$ cat config.mk
export PLATFORM = sky130hd
export DESIGN_NAME = vec_pred_load
export DESIGN_NICKNAME = d
export VERILOG_FILES = /design/src/rtl/vec_pred_load_pkg.sv /design/src/rtl/vpl_lane_pick.sv /design/src/rtl/vpl_addr_gen.sv /design/src/rtl/vpl_vec_assemble.sv /design/src/rtl/vpl_seq_ctrl.sv /design/src/rtl/vec_pred_load.sv
export SDC_FILE = /design/constraint.sdc
export NUM_CORES = 1
export LEC_CHECK = 0
export BUFFER_PORTS_ARGS = -buffer_cell sky130_fd_sc_hd__buf_4
export CORE_AREA = 2 2 284 286
export DETAILED_ROUTE_END_ITERATION = 6
export DIE_AREA = 0 0 286 288
export GPL_ROUTABILITY_DRIVEN = 0
export GPL_TIMING_DRIVEN = 1
export MAX_ROUTING_LAYER = met4
export PLACE_DENSITY = 0.63
export SLEW_MARGIN = 20
export SYNTH_ARGS = -nofsm -noshare
export SYNTH_HDL_FRONTEND = slang
export SYNTH_HIERARCHICAL = 1
export SYNTH_SLANG_ARGS = --single-unit
$ cat constraint.sdc
create_clock -name clk_i -period 3.9 [get_ports clk_i]
set_clock_uncertainty 0.2 [all_clocks]
set_input_delay 0.39 -clock clk_i [delete_from_list [all_inputs] [get_ports clk_i]]
set_output_delay 0.39 -clock clk_i [all_outputs]
set_load 0.1 [all_outputs]
$ cat src/rtl/vec_pred_load_pkg.sv
package vec_pred_load_pkg;
  localparam int unsigned ELEM_W = 64;
  localparam int unsigned ELEM_SHIFT = 3;

  typedef enum logic [2:0] {
    ST_IDLE,
    ST_REQ,
    ST_WAIT,
    ST_WRITE,
    ST_DONE
  } vpl_state_e;
endpackage

$ cat src/rtl/vpl_lane_pick.sv
module vpl_lane_pick #(
  parameter int unsigned N     = 8,
  parameter int unsigned IDX_W = 3
) (
  input  logic [N-1:0]     mask_i,
  output logic             found_o,
  output logic [IDX_W-1:0] idx_o
);
  // lowest set bit wins: scan from the top so the last hit is the lowest
  always_comb begin
    idx_o   = '0;
    found_o = |mask_i;
    for (int i = N - 1; i >= 0; i--) begin
      if (mask_i[i]) idx_o = IDX_W'(i);
    end
  end
endmodule

$ cat src/rtl/vpl_addr_gen.sv
module vpl_addr_gen #(
  parameter int unsigned ADDR_W = 64,
  parameter int unsigned IDX_W  = 3
) (
  input  logic [ADDR_W-1:0] base_i,
  input  logic [IDX_W-1:0]  idx_i,
  output logic [ADDR_W-1:0] addr_o
);
  import vec_pred_load_pkg::*;
  assign addr_o = base_i + ADDR_W'({idx_i, {ELEM_SHIFT{1'b0}}});
endmodule

$ cat src/rtl/vpl_vec_assemble.sv
module vpl_vec_assemble #(
  parameter int unsigned N     = 8,
  parameter int unsigned IDX_W = 3
) (
  input  logic                                     clk_i,
  input  logic                                     rst_ni,
  input  logic                                     clear_i,
  input  logic                                     wr_en_i,
  input  logic [IDX_W-1:0]                         wr_idx_i,
  input  logic [vec_pred_load_pkg::ELEM_W-1:0]     wr_data_i,
  output logic [N*vec_pred_load_pkg::ELEM_W-1:0]   vec_o
);
  import vec_pred_load_pkg::*;

  for (genvar g = 0; g < N; g++) begin : g_lane
    logic [ELEM_W-1:0] lane_q;
    always_ff @(posedge clk_i or negedge rst_ni) begin
      if (!rst_ni)                                    lane_q <= '0;
      else if (clear_i)                               lane_q <= '0;
      else if (wr_en_i && (wr_idx_i == IDX_W'(g)))    lane_q <= wr_data_i;
    end
    assign vec_o[g*ELEM_W +: ELEM_W] = lane_q;
  end
endmodule

$ cat src/rtl/vpl_seq_ctrl.sv
module vpl_seq_ctrl #(
  parameter int unsigned N      = 8,
  parameter int unsigned IDX_W  = 3,
  parameter int unsigned ADDR_W = 64,
  parameter int unsigned RIDX_W = 5
) (
  input  logic              clk_i,
  input  logic              rst_ni,
  input  logic              start_i,
  input  logic [ADDR_W-1:0] base_i,
  input  logic [N-1:0]      pred_i,
  input  logic [RIDX_W-1:0] dst_i,
  input  logic              req_ready_i,
  input  logic              rsp_valid_i,
  input  logic              pick_found_i,
  input  logic [IDX_W-1:0]  pick_idx_i,
  output logic [N-1:0]      pending_o,
  output logic [N-1:0]      pred_o,
  output logic [ADDR_W-1:0] base_o,
  output logic [RIDX_W-1:0] dst_o,
  output logic              busy_o,
  output logic              req_valid_o,
  output logic              lane_wr_o,
  output logic              clear_o,
  output logic              rf_we_o,
  output logic              done_o
);
  import vec_pred_load_pkg::*;

  vpl_state_e        state_q;
  logic [N-1:0]      pending_q, pred_q, remaining;
  logic [ADDR_W-1:0] base_q;
  logic [RIDX_W-1:0] dst_q;

  assign remaining = pending_q & ~(N'(1) << pick_idx_i);

  always_ff @(posedge clk_i or negedge rst_ni) begin
    if (!rst_ni) begin
      state_q   <= ST_IDLE;
      pending_q <= '0;
      pred_q    <= '0;
      base_q    <= '0;
      dst_q     <= '0;
    end else begin
      unique case (state_q)
        ST_IDLE: if (start_i) begin
          pending_q <= pred_i;
          pred_q    <= pred_i;
          base_q    <= base_i;
          dst_q     <= dst_i;
          state_q   <= (|pred_i) ? ST_REQ : ST_WRITE;
        end
        ST_REQ:  if (req_ready_i) state_q <= ST_WAIT;
        ST_WAIT: if (rsp_valid_i) begin
          pending_q <= remaining;
          state_q   <= (|remaining) ? ST_REQ : ST_WRITE;
        end
        ST_WRITE: state_q <= ST_DONE;
        ST_DONE:  state_q <= ST_IDLE;
        default:  state_q <= ST_IDLE;
      endcase
    end
  end

  assign busy_o      = (state_q != ST_IDLE);
  assign req_valid_o = (state_q == ST_REQ);
  assign lane_wr_o   = (state_q == ST_WAIT) && rsp_valid_i;
  assign clear_o     = (state_q == ST_IDLE) && start_i;
  assign rf_we_o     = (state_q == ST_WRITE);
  assign done_o      = (state_q == ST_DONE);
  assign pending_o   = pending_q;
  assign pred_o      = pred_q;
  assign base_o      = base_q;
  assign dst_o       = dst_q;

  assert_req_active_lane_R4: assert property (@(posedge clk_i) disable iff (!rst_ni)
    req_valid_o |-> (pick_found_i && pred_q[pick_idx_i]));
  assert_ascending_order_R4: assert property (@(posedge clk_i) disable iff (!rst_ni)
    (lane_wr_o && (|remaining)) |=> (pick_idx_i > $past(pick_idx_i)));
  assert_empty_mask_skip_R5: assert property (@(posedge clk_i) disable iff (!rst_ni)
    (clear_o && !(|pred_i)) |=> rf_we_o);
  assert_write_then_done_R6: assert property (@(posedge clk_i) disable iff (!rst_ni)
    rf_we_o |=> (done_o && !rf_we_o));
  assert_done_single_R6: assert property (@(posedge clk_i) disable iff (!rst_ni)
    done_o |=> !done_o);
  assert_busy_through_done_R7: assert property (@(posedge clk_i) disable iff (!rst_ni)
    (rf_we_o || done_o || req_valid_o) |-> busy_o);
  assert_dst_held_R7: assert property (@(posedge clk_i) disable iff (!rst_ni)
    (busy_o && !done_o) |=> $stable(dst_o));
endmodule

$ cat src/rtl/vec_pred_load.sv
module vec_pred_load #(
  parameter int unsigned VLEN   = 512,
  parameter int unsigned ADDR_W = 64,
  parameter int unsigned RIDX_W = 5,
  localparam int unsigned N     = VLEN / vec_pred_load_pkg::ELEM_W,
  localparam int unsigned IDX_W = (N > 1) ? $clog2(N) : 1
) (
  input  logic                                 clk_i,
  input  logic                                 rst_ni,
  input  logic                                 start_i,
  input  logic [ADDR_W-1:0]                    base_addr_i,
  input  logic [N-1:0]                         pred_i,
  input  logic [RIDX_W-1:0]                    dst_idx_i,
  output logic                                 busy_o,
  output logic                                 mem_req_valid_o,
  input  logic                                 mem_req_ready_i,
  output logic [ADDR_W-1:0]                    mem_req_addr_o,
  input  logic                                 mem_rsp_valid_i,
  input  logic [vec_pred_load_pkg::ELEM_W-1:0] mem_rsp_data_i,
  output logic                                 rf_we_o,
  output logic [RIDX_W-1:0]                    rf_waddr_o,
  output logic [VLEN-1:0]                      rf_wdata_o,
  output logic                                 done_o
);
  import vec_pred_load_pkg::*;

  logic [N-1:0]      pending, pred_q;
  logic [ADDR_W-1:0] base_q;
  logic              pick_found, lane_wr, clear;
  logic [IDX_W-1:0]  pick_idx;
  logic [N*ELEM_W-1:0] vec;

  vpl_lane_pick #(.N(N), .IDX_W(IDX_W)) u_pick (
    .mask_i (pending),
    .found_o(pick_found),
    .idx_o  (pick_idx)
  );

  vpl_seq_ctrl #(.N(N), .IDX_W(IDX_W), .ADDR_W(ADDR_W), .RIDX_W(RIDX_W)) u_ctrl (
    .clk_i       (clk_i),
    .rst_ni      (rst_ni),
    .start_i     (start_i),
    .base_i      (base_addr_i),
    .pred_i      (pred_i),
    .dst_i       (dst_idx_i),
    .req_ready_i (mem_req_ready_i),
    .rsp_valid_i (mem_rsp_valid_i),
    .pick_found_i(pick_found),
    .pick_idx_i  (pick_idx),
    .pending_o   (pending),
    .pred_o      (pred_q),
    .base_o      (base_q),
    .dst_o       (rf_waddr_o),
    .busy_o      (busy_o),
    .req_valid_o (mem_req_valid_o),
    .lane_wr_o   (lane_wr),
    .clear_o     (clear),
    .rf_we_o     (rf_we_o),
    .done_o      (done_o)
  );

  vpl_addr_gen #(.ADDR_W(ADDR_W), .IDX_W(IDX_W)) u_addr (
    .base_i(base_q),
    .idx_i (pick_idx),
    .addr_o(mem_req_addr_o)
  );

  vpl_vec_assemble #(.N(N), .IDX_W(IDX_W)) u_vec (
    .clk_i    (clk_i),
    .rst_ni   (rst_ni),
    .clear_i  (clear),
    .wr_en_i  (lane_wr),
    .wr_idx_i (pick_idx),
    .wr_data_i(mem_rsp_data_i),
    .vec_o    (vec)
  );

  assign rf_wdata_o = VLEN'(vec);

  assert_req_hold_R9: assert property (@(posedge clk_i) disable iff (!rst_ni)
    (mem_req_valid_o && !mem_req_ready_i) |=> (mem_req_valid_o && $stable(mem_req_addr_o)));
  assert_idle_quiet_R8: assert property (@(posedge clk_i) disable iff (!rst_ni)
    !busy_o |-> (!mem_req_valid_o && !rf_we_o && !done_o));
  for (genvar g = 0; g < N; g++) begin : g_zero_chk
    assert_inactive_zero_R3: assert property (@(posedge clk_i) disable iff (!rst_ni)
      (rf_we_o && !pred_q[g]) |-> (rf_wdata_o[g*ELEM_W +: ELEM_W] == '0));
  end
endmodule

==> results.toml <==
[finish]
fillCellCount = 7042
final_nets = 3180
multi_input_comb_area_um2 = 12600
final_cell_mix = "750 x buf_4, 587 x dfrtp_1, 578 x nand2b_1"
area_growth_pct = 42.6
layout_commonest_cell = "buf_4"
layout-drive-gt1-share_pct = 36.7
seq_area_um2 = 14800

[global_routing]
grt_max_degree = 158
gr-total-overflow = 0
grt_pass1_wl_mm = 141
grt_pass1_vias = 21918
antenna_found_initial = 3
grt_usage_pct = 23.2

[critical_path]
critPathLaunch = "u_ctrl/pending_o[5]$_DFFE_PN0P_"
r2r-end = "u_vec/g_lane[6].lane_q[43]$_DFFE_PN0P_"
cp_cell_sequence = "nor4_4 -> and3b_2 -> ha_4 -> nand3_4 -> a21o_4 -> or4_4 -> nor4_4 -> xor2_4 -> buf_12"
critical-path-slowest-cell = "or4_4"
cp.required_ns = 3.31
critical-path-top-delay-family = "simple AND/OR/NAND/NOR gates"
end_kind = "output port"
critPathMaxStageDelay_ns = 0.59
path_max_fanout = 5
reg2reg_slack_ns = 0.72
worstSetupStartpointType = "flip-flop"
ff2ff_path_depth = 6
path_class = "flip-flop to output port"
cp_common_cell = "nor4_4"
r2r-start = "u_ctrl/state_q[1]$_DFFE_PN0P_"
worst-path-buf-inv = 1
arrival_ns = 3.62

[drt]
viasPerCell = 4.98
drt_iter0_drc = 1262
antenna_left = 0
wl_mm = 96.6
remaining_drc_errors = 0
vias = 20640
drt_pass1_iterations = 5
routedWlPerCell_um = 23.3

[job]
maxCapViolCount = 0

[clocking]
clk_pin_slew_ns = 0.06
cts_max_level = 3
cts_tree = "done"
cts_root_buffer = "clkbuf_16"
worstSkewPairLatency_ns = 0.60
numCtsBuffers = 68
clock_sinks = 592
clk_path_buf_depth = 3

[power_and_ir_drop]
p_leak_nw = 20.9
p_clk_share_pct = 23.8
max-vdd-ir-drop_mv = 0.476
switching_share_pct = 46.4
powerDensity_nw_per_um2 = 705
p_sw_w = 0.0127
seqPwrFrac_pct = 29.1
p_comb_share_pct = 47.1
total_power_w = 0.0274
cell_internal_pwr_w = 0.0147

[timing]
slew_headroom_pct = 33.7
setup_viol = 31
holdWs_ns = 0.0447
min_period_ns = 4.21
layout_setup_ws_ns = -0.306
hold_violations = 0
rsz0062_at_grt = "yes"
drv_slew = 0
max_freq_mhz = 238
fin_crit_sh_pct = 108
tightest_slew_ns = 0.995

[logic_synthesis]
syn-num-nets = 2407
yosys_warnings = 6
syn-cell-area_um2 = 27200
synth_cells = 2257
avgSynthCellArea_um2 = 12.1

[floorplanning]
core-area_um2 = 79600
fp.dieW_um = 286
rows = 104
die_h_um = 288
num_io_pins = 731
die_area_um2 = 82400
start_util_pct = 34.2

[status]
status = "finished, violations left"
violations = "negative setup slack"

[hold_path]
whs_endpoint = "u_ctrl/state_q[0]$_DFFE_PN0P_"
min_from = "start_i"
holdCritPathClass = "primary input to flip-flop"
hold_path_depth = 4

[place]
port_buffers = 730
hpwlAfterDp_mm = 65.3
power by group through the flow:
| stage | sequential [W] | clock, W | combinational [W] |
|---|---|---|---|
| after global placement | 0.00795 | 0 | 0.0117 |
| after global routing | 0.00809 | 0.00696 | 0.0133 |
| after floorplan | 0.0108 | 0 | 0.00619 |
| after CTS | 0.00790 | 0.00670 | 0.0126 |
| final | 0.00797 | 0.00652 | 0.0129 |
| after detailed placement | 0.00799 | 0 | 0.0118 |
registers in the layout, indices dropped and copies added (netlist names):
| signal | count |
|---|---|
| u_ctrl/state_q | 3 |
| u_ctrl/base_o | 64 |
| u_ctrl/pending_o | 8 |
| u_vec/g_lane.lane_q | 512 |
| u_ctrl/dst_o | 5 |
routing by layer:
| layer | track usage (%) | wire length (um) | up-vias |
|---|---|---|---|
| li1 | - | - | 9041 |
| met1 | 27.3 | 38100 | 10514 |
| met2 | 37.4 | 47200 | 788 |
| met3 | 4.66 | 5580 | 297 |
| met4 | 12.5 | 5630 | 0 |
| met5 | - | 0 | - |
timing repair:
action,CTS,global route
hold endpoints to repair,164,0
hold buffers,80,0
resized for setup,178,67
pin swaps,18,23
gates cloned,1,0
buffers inserted,24,13
setup endpoints to repair,47,51
metrics by stage:
| step | cell area, um^2 | util, % | setup TNS (ns) | setup WS [ns] | std cells |
|---|---|---|---|---|---|
| 2_1_floorplan | 27700 | - | -0.953 | -0.354 | 2257 |
| 3_3_place_gp | 34400 | 43.1 | 0 | 0.0333 | 3904 |
| 3_5_place_dp | 34400 | 43.1 | -0.0636 | -0.0427 | 3904 |
| 4_1_cts | 38400 | 48.2 | -3.31 | -0.272 | 4132 |
| 5_1_grt | 38800 | 48.8 | -9.46 | -0.418 | 4146 |
| 6_report | 38800 | 48.8 | -5.04 | -0.306 | 4146 |
final cells by class:
type / count / share of cell area [%]
Clock buffer: 101 / 5.01
Sequential cell: 592 / 38.2
Clock inverter: 22 / 0.876
Tap cell: 1060 / 3.42
Inverter: 14 / 0.135
Antenna cell: 3 / 0.0193
Timing Repair Buffer: 910 / 20.0
Multi-Input combinational cell: 1444 / 32.3
worst max-delay path by stage:
| stage | endpoint | slack [ns] | cells past startpoint |
|---|---|---|---|
| after floorplan | mem_req_addr_o[20] | -0.35 | 8 |
| after global placement | mem_req_addr_o[42] | 0.03 | 10 |
| after detailed placement | mem_req_addr_o[46] | -0.04 | 9 |
| after CTS | mem_req_addr_o[39] | -0.27 | 11 |
| after global routing | mem_req_addr_o[56] | -0.42 | 12 |
| final | mem_req_addr_o[46] | -0.31 | 9 |
worst register-to-register path, cell delays in order (launching register included):
cell and delay (ns):
dfrtp_1 0.54, nor3b_2 0.59, and2_1 0.21, buf_4 0.19
nand4b_1 0.64, buf_4 0.49, mux2i_1 0.16
(Power assumes the default switching activity.)
